[src/rtl/sdma_pkg.sv]
package sdma_pkg;

  // register byte offsets on the slave port
  localparam logic [4:0] OFF_DMA   = 5'd0;
  localparam logic [4:0] OFF_DRIVE = 5'd4;
  localparam logic [4:0] OFF_SECT  = 5'd8;
  localparam logic [4:0] OFF_RDCMD = 5'd12;
  localparam logic [4:0] OFF_WRCMD = 5'd16;
  localparam logic [4:0] OFF_STAT  = 5'd20;
  localparam logic [4:0] OFF_FLUSH = 5'd24;

  typedef enum logic [1:0] {
    ST_OK         = 2'd0,
    ST_BAD_DRIVE  = 2'd1,
    ST_BAD_SECTOR = 2'd2,
    ST_RUN        = 2'd3
  } sdma_status_e;

  // geometry check: drive range has precedence over sector range
  function automatic sdma_status_e param_code(input logic [31:0] drive,
                                              input logic [31:0] sector,
                                              input int unsigned n_drv,
                                              input int unsigned n_sec);
    if (drive >= n_drv)       return ST_BAD_DRIVE;
    else if (sector >= n_sec) return ST_BAD_SECTOR;
    else                      return ST_OK;
  endfunction

  // byte address of a sector index; caller truncates to its width
  function automatic logic [31:0] byte_addr(input logic [31:0] base,
                                            input logic [31:0] idx);
    return base + idx;
  endfunction

endpackage

[src/rtl/sdma_regs.sv]
module sdma_regs
  import sdma_pkg::*;
#(
  parameter int NUM_DRIVES = 4,
  parameter int SECTORS    = 64,
  localparam int DRV_W     = (NUM_DRIVES > 1) ? $clog2(NUM_DRIVES) : 1,
  localparam int SEC_W     = (SECTORS > 1) ? $clog2(SECTORS) : 1
) (
  input  logic              clk,
  input  logic              rst_n,
  input  logic              reg_wr,
  input  logic              reg_long,
  input  logic [4:0]        reg_addr,
  input  logic [31:0]       reg_wdata,
  input  logic              busy,
  input  logic              xfer_done,
  output logic [31:0]       dma_base,
  output logic [DRV_W-1:0]  drive_idx,
  output logic [SEC_W-1:0]  sector_idx,
  output logic              start,
  output logic              start_dir,
  output logic              flush_pulse,
  output sdma_status_e      status
);

  logic [31:0]  dma_q, drive_q, sector_q;
  logic         flush_q;
  sdma_status_e status_q;

  // event wires
  logic         acc;
  logic         cmd_hit;
  sdma_status_e cmd_code;

  assign acc      = reg_wr && reg_long && !busy;
  assign cmd_hit  = acc && (reg_addr == OFF_RDCMD || reg_addr == OFF_WRCMD);
  assign cmd_code = param_code(drive_q, reg_wdata, NUM_DRIVES, SECTORS);
  assign start    = cmd_hit && (cmd_code == ST_OK);
  assign start_dir = (reg_addr == OFF_WRCMD);

  always_ff @(posedge clk) begin
    if (!rst_n) begin
      dma_q    <= '0;
      drive_q  <= '0;
      sector_q <= '0;
      flush_q  <= 1'b0;
      status_q <= ST_OK;
    end else begin
      flush_q <= 1'b0;
      if (acc) begin
        case (reg_addr)
          OFF_DMA:   dma_q    <= reg_wdata;
          OFF_DRIVE: drive_q  <= reg_wdata;
          OFF_SECT,
          OFF_RDCMD,
          OFF_WRCMD: sector_q <= reg_wdata;
          OFF_FLUSH: flush_q  <= 1'b1;
          default: ;
        endcase
      end
      if (xfer_done)
        status_q <= ST_OK;
      else if (cmd_hit)
        status_q <= start ? ST_RUN : cmd_code;
    end
  end

  assign dma_base    = dma_q;
  assign drive_idx   = drive_q[DRV_W-1:0];
  assign sector_idx  = sector_q[SEC_W-1:0];
  assign flush_pulse = flush_q;
  assign status      = status_q;


  bad_param_chk: assert property (@(posedge clk) disable iff (!rst_n)
    (cmd_hit && cmd_code != ST_OK) |=> (status == $past(cmd_code)) && !busy);


  run_status_chk: assert property (@(posedge clk) disable iff (!rst_n)
    start |=> (status == ST_RUN) && busy);


  word_write_ignored_chk: assert property (@(posedge clk) disable iff (!rst_n)
    (reg_wr && !reg_long) |=> $stable(dma_q) && $stable(drive_q) &&
                              $stable(sector_q) && !flush_q);


  busy_write_ignored_chk: assert property (@(posedge clk) disable iff (!rst_n)
    (reg_wr && busy) |=> $stable(dma_q) && $stable(drive_q) && $stable(sector_q));

endmodule

[src/rtl/sdma_xfer.sv]
module sdma_xfer
  import sdma_pkg::*;
#(
  parameter int ADDR_W       = 24,
  parameter int SECTOR_BYTES = 128,
  localparam int IDX_W       = $clog2(SECTOR_BYTES)
) (
  input  logic              clk,
  input  logic              rst_n,
  input  logic              start,
  input  logic              start_dir,
  input  logic [31:0]       dma_base,
  output logic              busy,
  output logic              done,
  output logic              mem_req,
  output logic              mem_we,
  output logic [ADDR_W-1:0] mem_addr,
  output logic [7:0]        mem_wdata,
  input  logic              mem_gnt,
  input  logic [7:0]        mem_rdata,
  output logic [IDX_W-1:0]  st_idx,
  output logic              st_we,
  output logic [7:0]        st_wdata,
  input  logic [7:0]        st_rdata
);

  localparam logic [IDX_W-1:0] LAST_IDX = IDX_W'(SECTOR_BYTES - 1);

  logic             busy_q;
  logic             dir_q;     // 1 = memory to storage
  logic [IDX_W-1:0] idx_q;

  // event wires
  logic             last;
  logic             beat;
  logic [ADDR_W-1:0] addr_plus1;

  assign last = (idx_q == LAST_IDX);
  assign beat = busy_q && mem_gnt;
  assign done = beat && last;

  always_ff @(posedge clk) begin
    if (!rst_n) begin
      busy_q <= 1'b0;
      dir_q  <= 1'b0;
      idx_q  <= '0;
    end else if (start) begin
      busy_q <= 1'b1;
      dir_q  <= start_dir;
      idx_q  <= '0;
    end else if (beat) begin
      if (last) busy_q <= 1'b0;
      else      idx_q  <= idx_q + 1'b1;
    end
  end

  assign busy      = busy_q;
  assign mem_req   = busy_q;
  assign mem_we    = busy_q && !dir_q;
  assign mem_addr  = ADDR_W'(byte_addr(dma_base, 32'(idx_q)));
  assign mem_wdata = st_rdata;
  assign st_idx    = idx_q;
  assign st_we     = beat && dir_q;
  assign st_wdata  = mem_rdata;
  assign addr_plus1 = mem_addr + {{(ADDR_W-1){1'b0}}, 1'b1};


  start_when_idle_chk: assert property (@(posedge clk) disable iff (!rst_n)
    start |-> !busy_q);


  hold_until_grant_chk: assert property (@(posedge clk) disable iff (!rst_n)
    (mem_req && !mem_gnt) |=> mem_req && $stable(mem_addr) && $stable(mem_we));


  ascending_addr_chk: assert property (@(posedge clk) disable iff (!rst_n)
    (mem_req && mem_gnt && !done) |=> mem_req && (mem_addr == $past(addr_plus1)));


  done_release_chk: assert property (@(posedge clk) disable iff (!rst_n)
    done |=> !busy_q && !mem_req && !st_we);

endmodule

[src/rtl/sdma_ctrl.sv]
module sdma_ctrl
  import sdma_pkg::*;
#(
  parameter int ADDR_W       = 24,
  parameter int NUM_DRIVES   = 4,
  parameter int SECTORS      = 64,
  parameter int SECTOR_BYTES = 128,
  localparam int DRV_W       = (NUM_DRIVES > 1) ? $clog2(NUM_DRIVES) : 1,
  localparam int SEC_W       = (SECTORS > 1) ? $clog2(SECTORS) : 1,
  localparam int IDX_W       = $clog2(SECTOR_BYTES)
) (
  input  logic              clk,
  input  logic              rst_n,
  input  logic              reg_wr,
  input  logic              reg_rd,
  input  logic              reg_long,
  input  logic [4:0]        reg_addr,
  input  logic [31:0]       reg_wdata,
  output logic [31:0]       reg_rdata,
  output logic              busy,
  output logic              mem_req,
  output logic              mem_we,
  output logic [ADDR_W-1:0] mem_addr,
  output logic [7:0]        mem_wdata,
  input  logic              mem_gnt,
  input  logic [7:0]        mem_rdata,
  output logic [DRV_W-1:0]  st_drive,
  output logic [SEC_W-1:0]  st_sector,
  output logic [IDX_W-1:0]  st_idx,
  output logic              st_we,
  output logic [7:0]        st_wdata,
  input  logic [7:0]        st_rdata,
  output logic              st_flush
);

  logic [31:0]  dma_base;
  logic         start, start_dir, xfer_done;
  sdma_status_e status;

  sdma_regs #(
    .NUM_DRIVES (NUM_DRIVES),
    .SECTORS    (SECTORS)
  ) u_regs (
    .clk         (clk),
    .rst_n       (rst_n),
    .reg_wr      (reg_wr),
    .reg_long    (reg_long),
    .reg_addr    (reg_addr),
    .reg_wdata   (reg_wdata),
    .busy        (busy),
    .xfer_done   (xfer_done),
    .dma_base    (dma_base),
    .drive_idx   (st_drive),
    .sector_idx  (st_sector),
    .start       (start),
    .start_dir   (start_dir),
    .flush_pulse (st_flush),
    .status      (status)
  );

  sdma_xfer #(
    .ADDR_W       (ADDR_W),
    .SECTOR_BYTES (SECTOR_BYTES)
  ) u_xfer (
    .clk       (clk),
    .rst_n     (rst_n),
    .start     (start),
    .start_dir (start_dir),
    .dma_base  (dma_base),
    .busy      (busy),
    .done      (xfer_done),
    .mem_req   (mem_req),
    .mem_we    (mem_we),
    .mem_addr  (mem_addr),
    .mem_wdata (mem_wdata),
    .mem_gnt   (mem_gnt),
    .mem_rdata (mem_rdata),
    .st_idx    (st_idx),
    .st_we     (st_we),
    .st_wdata  (st_wdata),
    .st_rdata  (st_rdata)
  );

  logic stat_sel;
  assign stat_sel  = reg_rd && (reg_addr == OFF_STAT);
  assign reg_rdata = !stat_sel ? 32'h0 :
                     reg_long  ? 32'(status) : {16'h0, 16'(status)};


  idle_quiet_chk: assert property (@(posedge clk) disable iff (!rst_n)
    !busy |-> !mem_req && !st_we);

endmodule

[config.mk]
export PLATFORM = sky130hd
export DESIGN_NAME = sdma_ctrl
export DESIGN_NICKNAME = d
export VERILOG_FILES = /design/src/rtl/sdma_pkg.sv /design/src/rtl/sdma_regs.sv /design/src/rtl/sdma_xfer.sv /design/src/rtl/sdma_ctrl.sv
export SDC_FILE = /design/constraint.sdc
export NUM_CORES = 1
export LEC_CHECK = 0
export ABC_AREA = 0
export BUFFER_PORTS_ARGS = -buffer_cell sky130_fd_sc_hd__buf_2
export CORE_MARGIN = 2
export CORE_UTILIZATION = 25
export DETAILED_ROUTE_END_ITERATION = 6
export GPL_TIMING_DRIVEN = 0
export SETUP_SLACK_MARGIN = 0.15
export SYNTH_ARGS = -nofsm -noshare
export SYNTH_HDL_FRONTEND = slang
export SYNTH_SLANG_ARGS = --single-unit
[constraint.sdc]
create_clock -name clk -period 4.55 [get_ports clk]
set_input_delay 0.91 -clock clk [delete_from_list [all_inputs] [get_ports clk]]
set_output_delay 0.91 -clock clk [all_outputs]
set_load 0.1 [all_outputs]
Word level (Yosys, flattened, before mapping)
Cells that the tools add are included.

Add/subtract/negate cells: 2. Magnitude comparators: 2. Eq/ne operators: 7. Mux-type cells: 8. Bitwise operators: 2. Reduce and logical (&&, ||, !) cells: 25.

Operator list (number): 32-bit by 3-bit >= comparator with 1-bit output (second input constant) (1); 32-bit by 7-bit >= comparator with 1-bit output (second input constant) (1); 24-bit by 7-bit adder with 24-bit output (1); 5-bit equality test (second input constant) (3); 2-bit AND reduction (6); 5-bit by 4-bit equality test with 1-bit output (second input constant) (2); 1-bit logical AND (9); 2-bit two-way mux (4); 7-bit by 1-bit adder with 7-bit output (second input constant) (1); 7-bit equality test (second input constant) (1); 5-bit by 3-bit equality test with 1-bit output (second input constant) (1); 5-bit zero test (1); 1-bit two-way mux (4); 2-bit nonzero test (2); 2-bit OR reduction (2); 3-bit OR reduction (1); 1-bit zero test (2); 2-bit zero test (1); 1-bit NOT (2); 1-bit logical OR (1).

Bits in registers: 74. Input bits: 59.

Logic depth before layout (Yosys ltp)
Gate-level depths: netlist of run 1.

Depth after elaboration: 7. Depth in mapped cells: 7.

By module
A second synthesis of run 1 with hierarchy kept.

Cells, all modules: 451. Area, all modules: 4418.0 sq um.

By module, submodules not included: sdma_regs (instances 1, cells an instance 269, area an instance 2960.3 sq um, sequential area each 1461.4 sq um); sdma_xfer (instances 1, cells an instance 147, area an instance 1197.4 sq um, sequential area each 180.2 sq um); sdma_ctrl (instances 1, cells an instance 35, area an instance 260.2 sq um, sequential area each 0.0 sq um).

Least setup slack after synthesis of run 1
Ideal clock, no wire load.

Kind: reg2out. Start: register u_xfer.idx_q[0], in the netlist u_xfer.st_idx[0]. End: output port mem_addr[10]. Arrival time: 3.900 ns. Data required time: 3.640 ns. Setup slack: -0.260 ns. Stages on the path, launching flop included: 8. Buffers on the path: 0. Path through: dfxtp_1 -> ha_1 -> fa_1 -> a211oi_1 -> nor2_1 -> o41a_1 -> and4_1 -> xor2_1.

Longest elaborated chain between the ends: 1.

RTL lines: start: declaration (RTL line sdma_xfer.sv:31) `logic [IDX_W-1:0] idx_q;`; start signal: assignment (RTL line sdma_xfer.sv:53) `else idx_q <= idx_q + 1'b1;`; 24-bit by 7-bit adder with 24-bit output (RTL line sdma_pkg.sv:32) `return base + idx;`; end: declaration (RTL line sdma_ctrl.sv:23) `output logic [ADDR_W-1:0] mem_addr,`.

No other way between the ends.

Worst setup path after layout of run 1
Same ends and word-level chain as after synthesis.

==> results.md, run 1 <==
- Drt total wl: between 10000 and 15000 µm
- Drt pass-1 iters: 5
- Hold EP: u_regs.drive_q[28]$_SDFFE_PN0P_
- Cells after Synth: between 400 and 500
- Hold path startpoint: u_regs.drive_q[28]$_SDFFE_PN0P_
- RD Place Congestion: between 0.7 and 0.8
- Startpoint types: register
- Worst slew pin tran: between 0.5 and 0.6 ns
- Yosys reg bits: 74
- Initial antenna violation count: 0
- Area grow syn2layout: 34.3%
- Max frequency: 251 MHz
- Clock Sinks: 74
- Reg2Reg Depth: 5
- Worst r2r src: u_regs.drive_q[26]$_SDFFE_PN0P_
- Syn Std Cell Area: around 4000 µm²
- Top cell type's share of synthesized area: 37.4%
- Min Tclk post-route: 3.99 ns
- Worst Path Max Fanout: 8
- Die width: around 130 µm
- Largest net degree at the start of global routing: 13
- Grt total ovfl: 0
- Post-Place Setup Slack: approximately 0.86 ns
- Root buffer cell: clkbuf_16
- Post-synth EDFFs: 0
- DR iter-0 viols: 191
- Setup ws final: 0.563 ns
- Synth top area cells: dfxtp_1 37%, buf_4 9.3%, mux2i_1 8.1%, nand2_1 7.3%, a21boi_1 5.9%
- Setup repair bufs after CTS: 0
- CTS tree: built
- Slew HR: 65.6%
- Starting density of the core: approximately 25%
- CTS H-tree depth: 3
- Row cnt: 46
- FFs w/ async S/R, synth: 0%
- Residual DRC: 0
- Gr usage total: around an eighth
- Post-synthesis cell type count: 41
- Fin. Hold Viols: 0
- Max-Cap Viols: 0
- Critical Path AT: between 3 and 4 ns
- Post-cts sizing count: 0
- Die area: approximately 17000 µm²
- Number of global-route vias before repair: 3038
- Leak: approximately 2.7 nW
- RSZ-0062 raised after global routing: no
- I/O pin total: ~150
- Hold Crit Depth: 2
- CTS clock-pin slew for the worst setup and hold paths: 0.06 ns
- Hold Worst Slack: roughly 0.45 ns
- PortBufs: about 100
- WS Path Type: reg2out
- Final period util: between 80% and 90%
- Via count: around 3.4k
- Vias/cell: about 4.2
- Yosys warns: 0
- Post-DRT Antenna Nets: 0
- Hold/Removal Path Class: reg2reg
- Critical Path RT: 3.64 ns
- Hold_buf cts: 0
- Cells after DPL: 805
- Number of fill cells: about 1.7k
- CP Capture Type: output pin
- Diode count: 0
- Outcome: complete, no violations
- Layout Cells excl Fill: roughly 820
- Core Region: around 16000 µm²
- Max-slew violations: 0
- Num CTS Buffers: 9
- Ys flop type: dfxtp_1
- Cell area power density: 327 nW/µm²
- Setup-failing EPs final: 0
- Reg2reg end: u_xfer.st_idx[2]$_SDFFE_PP0P_
- Post-detail-place hpwl: between 8000 and 9000 µm
- Worst R2R Setup Slack: ~2.6 ns
- Max clock buf depth: 2
- # nets final: between 600 and 700
- Global-route wire length before repair: between 15000 and 20000 µm
- VDD IR max: ~0.00015 V
- Routed length per instance: 12.5 µm
- Area leader, netlist: dfxtp_1
- Layout cells sized above 1: a little under a third
- Post-synthesis area per instance: 8.67 µm²
- Chip Height: roughly 130 µm
- Sequential fraction of the synthesis area: a little under two fifths
- Worst-skew pair later-pin latency: about 0.33 ns
- Skew final: approximately 0.0045 ns
- Fin util: 34.0%
layout by cell type (no fill, tap or decap), types with 14 or more instances in the layout:
master / netlist / layout
clkbuf_1: 13 / 15
xnor2_2: 0 / 15
nor4_1: 14 / 14
mux2i_1: 32 / 32
conb_1: 1 / 30
buf_2: 5 / 108
nor2b_1: 32 / 32
nand2_1: 77 / 77
nor2_1: 19 / 19
a21boi_1: 31 / 31
buf_4: 49 / 49
dfxtp_1: 74 / 74
routing by layer:
layer,global-route usage [%],wire [µm],vias up
li1,-,-,1766
met1,15.9,4730,1537
met2,19.3,4630,106
met3,3.85,743,8
met4,3.80,137,0
met5,0,0,-
synth_stat cells (2+ instances only):
cell / n
a211oi_1: 4
a21boi_0: 2
a21boi_1: 31
a21o_1: 4
a21oi_1: 2
and2_1: 2
and3_1: 11
and4_1: 3
buf_2: 5
buf_4: 49
clkbuf_1: 13
dfxtp_1: 74
ha_1: 8
inv_1: 3
mux2i_1: 32
nand2_1: 77
nand3_1: 9
nand3b_1: 2
nand4_1: 9
nor2_1: 19
nor2b_1: 32
nor3_1: 5
nor4_1: 14
o21a_1: 2
o21ai_0: 6
or4_1: 2
xnor2_1: 17
xor2_1: 7
cell type report:
cell class / count / area, µm² / area share (%)
Sequential cell: 74 / 1480 / 27.9
Tap cell: 216 / 270 / 5.08
Clock buffer: 11 / 233 / 4.38
Clock inverter: 5 / 103 / 1.93
Buffer: 67 / 442 / 8.31
Multi-Input combinational cell: 342 / 2260 / 42.5
Inverter: 3 / 11.3 / 0.212
Timing Repair Buffer: 103 / 515 / 9.69
state kept, by name, summed over array words and instances, names as in the netlist:
register / cells
u_regs.flush_pulse: 1
u_xfer.busy: 1
u_regs.drive_q: 32
u_xfer.dir_q: 1
u_regs.dma_base: 24
u_xfer.st_idx: 7
u_regs.sector_q: 6
u_regs.status: 2
logic make-up (layout without fill, tap and decap cells):
logic type                 Yosys count  count (layout)  synth area share (%)
AOI/OAI and AO/OA                   57              57                  10.6
xor gates and xnor gates            24              24                  5.31
adders and majority gates            9               9                  3.03
buffers and inverters               70             189                  11.4
DFF                                 74              74                  37.4
muxes                               32              32                  8.09
other                                1              30                0.0947
and+or+nand+nor                    190             190                  24.0
worst max path at each step:
stage	cells past startpoint	to	start	slack, ns
3_5_place_dp	8	mem_addr[10]	u_xfer.st_idx[0]$_SDFFE_PP0P_	0.86
2_1_floorplan	6	mem_addr[7]	u_xfer.st_idx[4]$_SDFFE_PP0P_	-0.09
3_3_place_gp	8	mem_addr[10]	u_xfer.st_idx[0]$_SDFFE_PP0P_	0.85
6_report	8	mem_addr[10]	u_xfer.st_idx[0]$_SDFFE_PP0P_	0.56
4_1_cts	8	mem_addr[10]	u_xfer.st_idx[0]$_SDFFE_PP0P_	0.50
5_1_grt	8	mem_addr[10]	u_xfer.st_idx[0]$_SDFFE_PP0P_	0.36
critical path, cell delays in order, from the launching register on:
cell	delay, ns
dfxtp_1	0.37
ha_1	0.27
fa_1	0.42
a211oi_1	0.25
nor2_1	0.12
o41a_1	0.47
and4_1	0.29
xor2_2	0.12
buf_2	0.44
through the flow:
step | total power [mW] | instance area [µm²] | setup TNS, ns
final | 1.74 | 5320 | 0
after detailed placement | 0.947 | 4980 | 0
after CTS | 1.76 | 5320 | 0
after global routing | 1.80 | 5320 | 0
after floorplan | 0.900 | 4200 | -0.0948
after global placement | 0.947 | 4980 | 0
where the power goes:
group | total, mW | switching (mW) | internal, mW
clock network | 0.807 | 0.272 | 0.535
registers | 0.653 | 0.00210 | 0.651
logic | 0.279 | 0.217 | 0.0621
total | 1.74 | 0.492 | 1.25
Note: power is estimated with default switching activity, not from simulation.
==> run 2, diff against run 1 <==
--- a/config.mk
+++ b/config.mk
@@ -7,11 +7,12 @@
 export LEC_CHECK = 0
 export ABC_AREA = 0
 export BUFFER_PORTS_ARGS = -buffer_cell sky130_fd_sc_hd__buf_2
-export CORE_MARGIN = 2
+export CORE_MARGIN = 4
 export CORE_UTILIZATION = 25
 export DETAILED_ROUTE_END_ITERATION = 6
 export GPL_TIMING_DRIVEN = 0
 export SETUP_SLACK_MARGIN = 0.15
 export SYNTH_ARGS = -nofsm -noshare
 export SYNTH_HDL_FRONTEND = slang
+export SYNTH_HIERARCHICAL = 1
 export SYNTH_SLANG_ARGS = --single-unit
==> results.md, run 2 <==
- VDD IR max: ~0.00015 V
- # nets final: roughly 640
- RSZ-0062 raised after global routing: no
- Setup-failing EPs final: 0
- Most frequent cells in the layout: 110 x buf_2, 74 x dfxtp_1, 66 x nor2b_1, 64 x mux2i_1, 49 x buf_4
- Num CTS Buffers: 9
- Worst Path Max Fanout: 8
- PortBufs: approximately 100
- Drt pass-1 iters: 4
- Setup tns final: 0 ns
- Post-synthesis area per instance: ~9.7 µm²
- Min Tclk post-route: 3.88 ns
- Residual DRC: 0
- Routed length per instance: approximately 13 µm
- P_sw: roughly 500 µW
- Largest net degree at the start of global routing: 14
- Syn Std Cell Area: 4130 µm²
- Clock Sinks: 74
- Register bank with the most flops: u_regs/drive_q
- Yosys warns: 6
- RD Place Congestion: roughly 0.74
- Fin. Hold Viols: 0
- CTS clock-pin slew for the worst setup and hold paths: approximately 0.06 ns
- Die area: between 15000 and 20000 µm²
- Grt total ovfl: 0
- Slew HR: between 50% and 60%
- Power, Total: approximately 1.8 mW
- Post-cts sizing count: 0
- Worst slew pin tran: ~0.7 ns
- DR iter-0 viols: 77
- Via count: around 3.3k
- Max reg flops: 32
- Hold Worst Slack: ~0.50 ns
- Chip Height: ~140 µm
- Critical Path RT: around 3.6 ns
- Initial antenna violation count: 1
- I/O pin total: 151
- Outcome: complete, no violations
- Die width: 136 µm
- Layout cells sized above 1: about a third
- Int Pwr: 1.27 mW
- Area grow syn2layout: 33.3%
- Leak: around 2.8 nW
- Max-slew violations: 0
- Fin util: between 30% and 40%
- Global-route wire length before repair: 16700 µm
- Core Region: between 15000 and 20000 µm²
- Vias/cell: approximately 4.2
- Gr usage total: 11.5%
- Number of global-route vias before repair: roughly 3.2k
- Cells after Synth: 427
- Post-Place Setup Slack: around 0.99 ns
- Hold_buf cts: 0
- Worst-skew pair later-pin latency: 0.33 ns
- Diode count: 0
- Starting density of the core: between 20% and 30%
- Critical Path AT: approximately 3.0 ns
- CP Capture Type: output pin
- Row cnt: 46
- Setup repair bufs after CTS: 0
- CTS H-tree depth: 3
- Sequential power share: 37.1%
- Startpoint types: register
- Post-DRT Antenna Nets: 0
- Post-detail-place hpwl: between 8000 and 9000 µm
- Setup ws final: roughly 0.67 ns
- Max-Cap Viols: 0
- CTS tree: built
- Switching Share: 28.1%
- Final period util: ~85%
- Commonest non-fill, non-tap cell in the layout: buf_2
- Hold/Removal Path Class: reg2reg
- Drt total wl: ~11000 µm
- Skew final: 0.00749 ns
- Gate power share: roughly 16%
- Max clock buf depth: 2
- Root buffer cell: clkbuf_16
- Max frequency: 257 MHz
- Clk pwr share: between 40% and 50%
- WS Path Type: reg2out
- Cell area power density: between 300 and 400 nW/µm²
==> run 2: power by group through the flow <==
stage,sequential [mW],combinational [mW],clock (mW)
detailed placement,0.667,0.283,0
finish,0.653,0.283,0.826
global placement,0.667,0.283,0
CTS,0.653,0.283,0.848
floorplan,0.671,0.232,0
global route,0.653,0.295,0.875
==> run 2: path summary, 6_finish.rpt <==
path,startpoint,endpoint,slack [ns],cells past startpoint
hold reg to reg,u_regs/status[0]$_SDFFE_PP0P_,u_regs/status[0]$_SDFFE_PP0P_,0.50,2
setup reg to reg,u_xfer/busy$_SDFFE_PN0P_,u_xfer/st_idx[6]$_SDFFE_PP0P_,2.49,5
setup / recovery,u_xfer/st_idx[0]$_SDFFE_PP0P_,mem_addr[16],0.67,7
hold / removal,u_regs/status[0]$_SDFFE_PP0P_,u_regs/status[0]$_SDFFE_PP0P_,0.50,2
==> run 2: critical path, cell delays in order (launching register included) <==
cell	delay [ns]
dfxtp_1	0.37
ha_1	0.26
fa_1	0.43
a211o_1	0.37
a211oi_4	0.45
nor3_1	0.16
xor2_2	0.15
buf_2	0.44
==> run 2: layout make-up <==
cell class / instances / area [µm²]
Fill cell: 1662 / 10600
Clock buffer: 10 / 239
Inverter: 1 / 3.75
Buffer: 64 / 432
Clock inverter: 6 / 114
Multi-Input combinational cell: 317 / 2440
Tap cell: 216 / 270
Sequential cell: 74 / 1480
Timing Repair Buffer: 104 / 520
==> run 2: layer usage <==
layer,wire length (µm),global-route usage (%),part of all wire (%),up-vias
li1,-,-,-,1713
met1,4880,14.5,46,1499
met2,4710,18.5,44,109
met3,796,3.20,7.5,17
met4,216,4.59,2.0,2
met5,7,0,0.066,-
==> run 2: metrics by stage <==
| step | instance area (µm²) | std cells |
|---|---|---|
| CTS | 5500 | 792 |
| detailed placement | 5150 | 776 |
| global placement | 5150 | 776 |
| global route | 5500 | 792 |
| floorplan | 4360 | 456 |
| finish | 5500 | 792 |
